**src/rtl/ir_tx_pkg.sv**
```systemverilog
// Shared definitions for the biphase frame transmitter.
// Assumes: frame header is two start ones followed by one toggle bit.
package ir_tx_pkg;

    typedef enum logic [1:0] {
        TX_IDLE = 2'd0,
        TX_SEND = 2'd1,
        TX_GAP  = 2'd2
    } tx_state_e;

    localparam int HDR_BITS = 3;

endpackage

```
**src/rtl/ir_half_timer.sv**
```systemverilog
// Half-bit timer: counts clocks within a half-bit and half-bits within
// the repeat window. Assumes restart has priority and that the window
// is never longer than 2**HI_W half-bits.
module ir_half_timer #(
    parameter int HALF_CYC = 384,
    parameter int HI_W     = 7
) (
    input  logic            clk,
    input  logic            rst_n,
    input  logic            restart,
    input  logic            run,
    output logic            half_end,
    output logic [HI_W-1:0] half_idx
);
    localparam int HC_W = (HALF_CYC > 1) ? $clog2(HALF_CYC) : 1;
    localparam logic [HC_W-1:0] HC_LAST = HC_W'(HALF_CYC - 1);

    logic [HC_W-1:0] hc;

    assign half_end = run && (hc == HC_LAST);

    // Advance the clock and half-bit counters while a frame window runs.
    always_ff @(posedge clk) begin
        if (!rst_n || restart || !run) begin
            hc       <= '0;
            half_idx <= '0;
        end else if (hc == HC_LAST) begin
            hc       <= '0;
            half_idx <= half_idx + 1'b1;
        end else begin
            hc <= hc + 1'b1;
        end
    end

    assert_half_advance_R3: assert property (@(posedge clk) disable iff (!rst_n)
        (run && !restart && hc == HC_LAST) |=> (half_idx == HI_W'($past(half_idx) + 1'b1)));

    assert_half_hold_R3: assert property (@(posedge clk) disable iff (!rst_n)
        (run && !restart && hc != HC_LAST) |=> $stable(half_idx));

endmodule

```
**src/rtl/ir_carrier_gen.sv**
```systemverilog
// Carrier divider: produces a 50 % duty carrier of CARRIER_DIV clocks.
// Assumes CARRIER_DIV is even; phase is restarted at each frame launch.
module ir_carrier_gen #(
    parameter int CARRIER_DIV = 12
) (
    input  logic clk,
    input  logic rst_n,
    input  logic restart,
    output logic carrier
);
    localparam int CC_W = $clog2(CARRIER_DIV);
    localparam logic [CC_W-1:0] CC_LAST = CC_W'(CARRIER_DIV - 1);
    localparam logic [CC_W-1:0] CC_HALF = CC_W'(CARRIER_DIV / 2);

    logic [CC_W-1:0] cc;

    assign carrier = (cc < CC_HALF);

    // Free-running modulo counter, zeroed at reset and on launch.
    always_ff @(posedge clk) begin
        if (!rst_n || restart) begin
            cc <= '0;
        end else if (cc == CC_LAST) begin
            cc <= '0;
        end else begin
            cc <= cc + 1'b1;
        end
    end

    assert_carrier_bound_R5: assert property (@(posedge clk) disable iff (!rst_n)
        cc <= CC_LAST);

    assert_carrier_phase_R5: assert property (@(posedge clk) disable iff (!rst_n)
        restart |=> carrier);

endmodule

```
**src/rtl/ir_frame_ctrl.sv**
```systemverilog
// Frame controller: decides when frames launch, keeps the toggle flag
// and latches the frame word. Assumes key_held is already debounced and
// that the repeat window is longer than one frame.
module ir_frame_ctrl
    import ir_tx_pkg::*;
#(
    parameter int SYS_W       = 5,
    parameter int CMD_W       = 6,
    parameter int FRAME_BITS  = 14,
    parameter int WIN_HALVES  = 128,
    parameter int HI_W        = 7
) (
    input  logic                  clk,
    input  logic                  rst_n,
    input  logic                  key_held,
    input  logic [SYS_W-1:0]      sys_code,
    input  logic [CMD_W-1:0]      cmd_code,
    input  logic                  half_end,
    input  logic [HI_W-1:0]       half_idx,
    output tx_state_e             state,
    output logic                  launch,
    output logic [FRAME_BITS-1:0] frame_word
);
    localparam logic [HI_W-1:0] FRAME_LAST = HI_W'(2 * FRAME_BITS - 1);
    localparam logic [HI_W-1:0] WIN_LAST   = HI_W'(WIN_HALVES - 1);

    logic      toggle;
    logic      held;
    logic      next_toggle;
    logic      frame_done;
    logic      window_done;
    tx_state_e state_nx;

    assign frame_done  = (state == TX_SEND) && half_end && (half_idx == FRAME_LAST);
    assign window_done = (state == TX_GAP) && half_end && (half_idx == WIN_LAST);
    assign launch      = key_held && ((state == TX_IDLE) || window_done);
    assign next_toggle = held ? toggle : ~toggle;

    // Next-state choice for idle, frame and gap phases.
    always_comb begin
        state_nx = state;
        unique case (state)
            TX_IDLE: if (launch) state_nx = TX_SEND;
            TX_SEND: if (frame_done) state_nx = key_held ? TX_GAP : TX_IDLE;
            TX_GAP: begin
                if (!key_held)   state_nx = TX_IDLE;
                else if (launch) state_nx = TX_SEND;
            end
            default: state_nx = TX_IDLE;
        endcase
    end

    // State register.
    always_ff @(posedge clk) begin
        if (!rst_n) state <= TX_IDLE;
        else        state <= state_nx;
    end

    // Track whether the key has stayed down since the last launch.
    always_ff @(posedge clk) begin
        if (!rst_n || !key_held) held <= 1'b0;
        else if (launch)         held <= 1'b1;
    end

    // Update the toggle flag and capture the frame word at each launch.
    always_ff @(posedge clk) begin
        if (!rst_n) begin
            toggle     <= 1'b0;
            frame_word <= '0;
        end else if (launch) begin
            toggle     <= next_toggle;
            frame_word <= {2'b11, next_toggle, sys_code, cmd_code};
        end
    end

    assert_frame_completes_R8: assert property (@(posedge clk) disable iff (!rst_n)
        (state == TX_SEND && !frame_done) |=> (state == TX_SEND));

    assert_toggle_kept_R7: assert property (@(posedge clk) disable iff (!rst_n)
        (launch && held) |=> (frame_word[FRAME_BITS-HDR_BITS] == $past(toggle)));

    assert_toggle_flip_R7: assert property (@(posedge clk) disable iff (!rst_n)
        (launch && !held) |=> (frame_word[FRAME_BITS-HDR_BITS] != $past(toggle)));

    assert_gap_release_R9: assert property (@(posedge clk) disable iff (!rst_n)
        (state == TX_GAP && !key_held) |=> (state == TX_IDLE));

endmodule

```
**src/rtl/ir_biphase_out.sv**
```systemverilog
// Output stage: maps the frame word and half-bit index to the biphase
// level, gates it with the carrier and drives the enables.
// Assumes half_idx < 2*FRAME_BITS whenever a frame is being sent.
module ir_biphase_out #(
    parameter int FRAME_BITS = 14,
    parameter int HI_W       = 7
) (
    input  logic                  clk,
    input  logic                  rst_n,
    input  logic                  sending,
    input  logic [FRAME_BITS-1:0] frame_word,
    input  logic [HI_W-1:0]       half_idx,
    input  logic                  carrier,
    output logic                  data_out,
    output logic                  data_oe,
    output logic                  mod_out,
    output logic                  mod_oe
);
    int   bit_pos;
    logic bit_val;
    logic level;

    // Select the current bit (MSB first) and its level in this half.
    always_comb begin
        bit_pos = int'(half_idx >> 1);
        bit_val = 1'b0;
        if (bit_pos < FRAME_BITS) bit_val = frame_word[FRAME_BITS-1-bit_pos];
        level = half_idx[0] ? bit_val : ~bit_val;
    end

    assign data_oe  = sending;
    assign mod_oe   = sending;
    assign data_out = sending & level;
    assign mod_out  = sending & level & carrier;

    assert_mod_gated_R5: assert property (@(posedge clk) disable iff (!rst_n)
        mod_out |-> (data_out && data_oe));

    assert_start_high_R2: assert property (@(posedge clk) disable iff (!rst_n)
        (sending && half_idx == HI_W'(1)) |-> data_out);

    assert_quiet_low_R4: assert property (@(posedge clk) disable iff (!rst_n)
        !mod_oe |-> (!data_out && !mod_out));

endmodule

```
**src/rtl/ir_frame_tx.sv**
```systemverilog
// Top level of the biphase frame transmitter: joins timer, carrier,
// controller and output stage. Assumes clk is the oscillator clock and
// REPEAT_BITS exceeds the frame length.
module ir_frame_tx
    import ir_tx_pkg::*;
#(
    parameter int SYS_W       = 5,
    parameter int CMD_W       = 6,
    parameter int HALF_CYC    = 384,
    parameter int CARRIER_DIV = 12,
    parameter int REPEAT_BITS = 64
) (
    input  logic             clk,
    input  logic             rst_n,
    input  logic             key_held,
    input  logic [SYS_W-1:0] sys_code,
    input  logic [CMD_W-1:0] cmd_code,
    output logic             data_out,
    output logic             data_oe,
    output logic             mod_out,
    output logic             mod_oe
);
    localparam int FRAME_BITS = HDR_BITS + SYS_W + CMD_W;
    localparam int WIN_HALVES = 2 * REPEAT_BITS;
    localparam int HI_W       = $clog2(WIN_HALVES);

    tx_state_e             state;
    logic                  launch;
    logic                  half_end;
    logic [HI_W-1:0]       half_idx;
    logic                  carrier;
    logic [FRAME_BITS-1:0] frame_word;

    ir_half_timer #(
        .HALF_CYC (HALF_CYC),
        .HI_W     (HI_W)
    ) u_timer (
        .clk      (clk),
        .rst_n    (rst_n),
        .restart  (launch),
        .run      (state != TX_IDLE),
        .half_end (half_end),
        .half_idx (half_idx)
    );

    ir_carrier_gen #(
        .CARRIER_DIV (CARRIER_DIV)
    ) u_carrier (
        .clk     (clk),
        .rst_n   (rst_n),
        .restart (launch),
        .carrier (carrier)
    );

    ir_frame_ctrl #(
        .SYS_W      (SYS_W),
        .CMD_W      (CMD_W),
        .FRAME_BITS (FRAME_BITS),
        .WIN_HALVES (WIN_HALVES),
        .HI_W       (HI_W)
    ) u_ctrl (
        .clk        (clk),
        .rst_n      (rst_n),
        .key_held   (key_held),
        .sys_code   (sys_code),
        .cmd_code   (cmd_code),
        .half_end   (half_end),
        .half_idx   (half_idx),
        .state      (state),
        .launch     (launch),
        .frame_word (frame_word)
    );

    ir_biphase_out #(
        .FRAME_BITS (FRAME_BITS),
        .HI_W       (HI_W)
    ) u_out (
        .clk        (clk),
        .rst_n      (rst_n),
        .sending    (state == TX_SEND),
        .frame_word (frame_word),
        .half_idx   (half_idx),
        .carrier    (carrier),
        .data_out   (data_out),
        .data_oe    (data_oe),
        .mod_out    (mod_out),
        .mod_oe     (mod_oe)
    );

    assert_launch_enable_R4: assert property (@(posedge clk) disable iff (!rst_n)
        (state == TX_IDLE && key_held) |=> (data_oe && mod_oe));

endmodule

```
**config.mk**
```make
export PLATFORM = sky130hd
export DESIGN_NAME = ir_frame_tx
export DESIGN_NICKNAME = d
export VERILOG_FILES = /design/src/rtl/ir_tx_pkg.sv /design/src/rtl/ir_half_timer.sv /design/src/rtl/ir_carrier_gen.sv /design/src/rtl/ir_frame_ctrl.sv /design/src/rtl/ir_biphase_out.sv /design/src/rtl/ir_frame_tx.sv
export SDC_FILE = /design/constraint.sdc
export NUM_CORES = 1
export LEC_CHECK = 0
export BUFFER_PORTS_ARGS = -buffer_cell sky130_fd_sc_hd__buf_2
export CAP_MARGIN = 30
export CORE_MARGIN = 2
export CORE_UTILIZATION = 35
export DETAILED_ROUTE_END_ITERATION = 16
export PLACE_DENSITY = 0.63
export REMOVE_ABC_BUFFERS = 1
export SLEW_MARGIN = 30
export SYNTH_ARGS = -nofsm -noshare
export SYNTH_HDL_FRONTEND = slang
export SYNTH_SLANG_ARGS = --single-unit
export TNS_END_PERCENT = 100
```
**constraint.sdc**
```tcl
create_clock -name clk -period 5.65 [get_ports clk]
set_input_delay 0.565 -clock clk [delete_from_list [all_inputs] [get_ports clk]]
set_output_delay 0.565 -clock clk [all_outputs]
set_load 0.005 [all_outputs]
```
==> results.cfg <==
[outcome]
status = finished clean

[sta]
hold_viol_final = 0
period_share_pct = 54.5
min_period_ns = 3.08
fin_skew_ns = 0.00524
finalSetupTns_ns = 0
tightest_slew_ns = 0.718
rsz0062_at_grt = false
fin_hold_ws_ns = 0.458
slew_headroom_pct = 52.0
fmax_mhz = 325
finalMaxSlewViolations = 0
setup_viol = 0

[layout]
area_delta_synth_final_pct = 9.82
finalNetCount = 234
final_core_util_pct = 39.4
antennaDiodeCount = 0
final_layout_size_suffix_gt1_share_pct = 17.2
fin_cells = 285

[routing]
drc_errors = 0
drt.antenna.violating_nets = 0
wire_per_inst_um = 11.2
vias_per_cell = 4.84
vias = 1378
dr.pass1.iters = 4
drt_iter0_drc = 35
wirelength_mm = 3.20

[yosys]
synth-xor-area-share_pct = 7.26
synth_cell_types = 38
synth_seq_cells = 36
synth_sequential_area_ratio_pct = 39.8
synth_cells = 201
postSynthAreaPerCell_um2 = 9.00
yosys.area_share.adder_pct = 4.15
synth_warnings = 0
synth_top_family_by_area = simple AND/OR/NAND/NOR gates
synth-compound-area-share_pct = 13.1
syn_area_mm2 = 0.00181
yosys.area_share.simple_pct = 24.5
synth_mux_area_share_pct = 5.53

[setup_path]
critPathMaxFanout = 10
crit_chain = inv_1 > ha_1 > a2111oi_0 > a31oi_1 > a31oi_1 > mux2i_1 > buf_2
r2r_start = u_timer.half_idx[2]
crit_family = compound AO/OA/AOI/OAI gates
end_kind = primary output
critical_path_required_ns = 5.09
critPathMaxStageDelay_ns = 0.51
critPathLaunchType = flip-flop
crit_top_cell = a31oi_1
critPathKind = flip-flop to primary output
cp_slowest_cell = dfxtp_1
crit_buf_inv = 2
critPathArrivalTime_ns = 2.52
worst_r2r_endpoint = u_carrier.cc[0]
r2r_slack_ns = 3.37
r2r_cells = 6

[clock_tree]
cts.sinks = 36
insertion_delay_ns = 0.29
ctsResizeCount = 0
cts_inserted_buffers = 5
clock_path_buffers = 2
cts.htree.levels = 2
post-cts-setup-buffers = 0
cts_tree = built
cts-root-buf = clkbuf_8
ctsHoldBuffers = 0
cts.clk_slew.worst_paths_ns = 0.07

[min_path]
min_path_cells = 1
holdCritStartpoint = u_carrier.cc[0]
hold_path.class = flip-flop to flip-flop
min_to = u_carrier.cc[0]

[run]
max_cap_violations = 0

[pwr]
p_per_area_mw_per_mm2 = 246
leakage_nw = 0.755
power_uw = 490
vdd_drop_max_uv = 163

[grt]
overflow = 0
grt_max_degree = 29
antenna_found_initial = 0
grt_pass1_vias = 1341
grt_pass1_wl_mm = 6.00
globalRouteTotalUtil_pct = 13.8

[die]
initial_utilization_pct = 35.9
num_rows = 26
die-area_mm2 = 0.00576
die_h_um = 75.9
core_area_mm2 = 0.00504
fp.dieW_um = 75.9
ios = 18

[placement]
dp_hpwl_mm = 2.23
place.port_buffers = 17
place_congestion = 0.805
dp_cells = 277
final cells by class:
type	count	area, µm²
repair buffers	17	85.1
clock inverters	3	18.8
fillers	529	3060
well taps	70	87.6
clock buffers	5	68.8
multi-input cells	149	987
flip-flops and latches	36	721
inverters	5	18.8
routing by layer:
layer	vias up	wire length, µm	global-route usage (%)
met1	628	1540	17.3
met5	-	0	0
met3	7	164	5.16
met4	0	74	5.46
met2	25	1430	21.4
li1	718	-	-
through the flow:
stage | worst slack [ns] | instance area, µm²
after floorplan | 3.20 | 1730
after global placement | 2.98 | 1900
after detailed placement | 2.86 | 1900
after CTS | 2.53 | 1990
after global routing | 2.34 | 1990
final | 2.57 | 1990
worst max path at each step:
stage / from / endpoint / slack (ns) / cells past startpoint
final: u_timer.half_idx[2] / data_out / 2.57 / 7
after global routing: u_timer.half_idx[2] / mod_out / 2.34 / 7
after CTS: u_timer.half_idx[2] / data_out / 2.53 / 7
after detailed placement: u_timer.half_idx[2] / data_out / 2.86 / 7
after global placement: u_timer.half_idx[2] / data_out / 2.98 / 7
after floorplan: u_timer.half_idx[2] / data_out / 3.20 / 6
worst reg2reg max path: stages, from the launching register on:
cell and delay (ns):
dfxtp_1 0.51, ha_1 0.25, and4_1 0.25, nand4_4 0.16, a21oi_4 0.63, nand2b_1 0.28, a311oi_1 0.07
where the power goes:
group	internal (mW)	leakage, nW	switching [mW]	total, mW
combinational	0.0182	0.414	0.0231	0.0413
sequential	0.263	0.293	0.00598	0.269
clock	0.0858	0.0479	0.0932	0.179
total	0.367	0.755	0.122	0.490
cell usage after synthesis (all sizes together):
cell / number / area (µm²)
o211a: 1 / 10.0
nor3: 2 / 10.0
ha: 6 / 75.1
dfxtp: 36 / 721
nor2: 23 / 86.3
a211oi: 2 / 20.0
o21ai: 12 / 90.1
o21a: 1 / 7.51
o21bai: 1 / 7.51
and3: 3 / 18.8
xor2: 7 / 61.3
a31oi: 4 / 25.0
a21oi: 6 / 41.3
a311o: 1 / 10.0
clkbuf: 2 / 7.51
a311oi: 2 / 17.5
and4b: 1 / 13.8
mux2i: 10 / 100
buf: 9 / 75.1
a2111oi: 1 / 8.76
or2: 1 / 6.26
and4: 2 / 17.5
nand2b: 4 / 25.0
xnor2: 8 / 70.1
nand3: 18 / 90.1
and2: 2 / 12.5
nand3b: 2 / 15.0
inv: 5 / 18.8
nor2b: 5 / 31.3
nand2: 20 / 75.1
nor3b: 1 / 7.51
nand4: 3 / 33.8
placed cells by master (no fill, tap or decap), drive strengths merged, types with 2 or more instances in the layout:
master	n
nand4	3
xor2	7
nand3	18
xnor2	8
nor2b	5
nand3b	2
a211oi	2
nor3	2
o21ai	12
clkbuf	5
nor2	23
mux2i	10
dfxtp	36
nand2b	4
and2	2
a311oi	2
a31oi	4
and3	3
buf	17
nand2	20
and4	2
clkinv	3
inv	5
ha	6
a21oi	6
sequential cells by signal, indices dropped and copies added, names as in the netlist:
| name | count |
|---|---|
| u_ctrl.frame_word | 13 |
| u_ctrl.state | 2 |
| u_carrier.cc | 4 |
| u_timer.hc | 9 |
| u_timer.half_idx | 7 |
| u_ctrl.held | 1 |
logic make-up (layout without fill, tap and decap cells):
kind of cell | Yosys count | after routing
flip-flops | 36 | 36
XOR/XNOR | 15 | 15
adder cells (fa/ha/maj) | 6 | 6
multiplexers | 10 | 10
AND/OR/NAND/NOR | 87 | 87
AO/OA/AOI/OAI | 31 | 31
buffers and inverters | 16 | 30
Power figures use the tool's default switching activity.
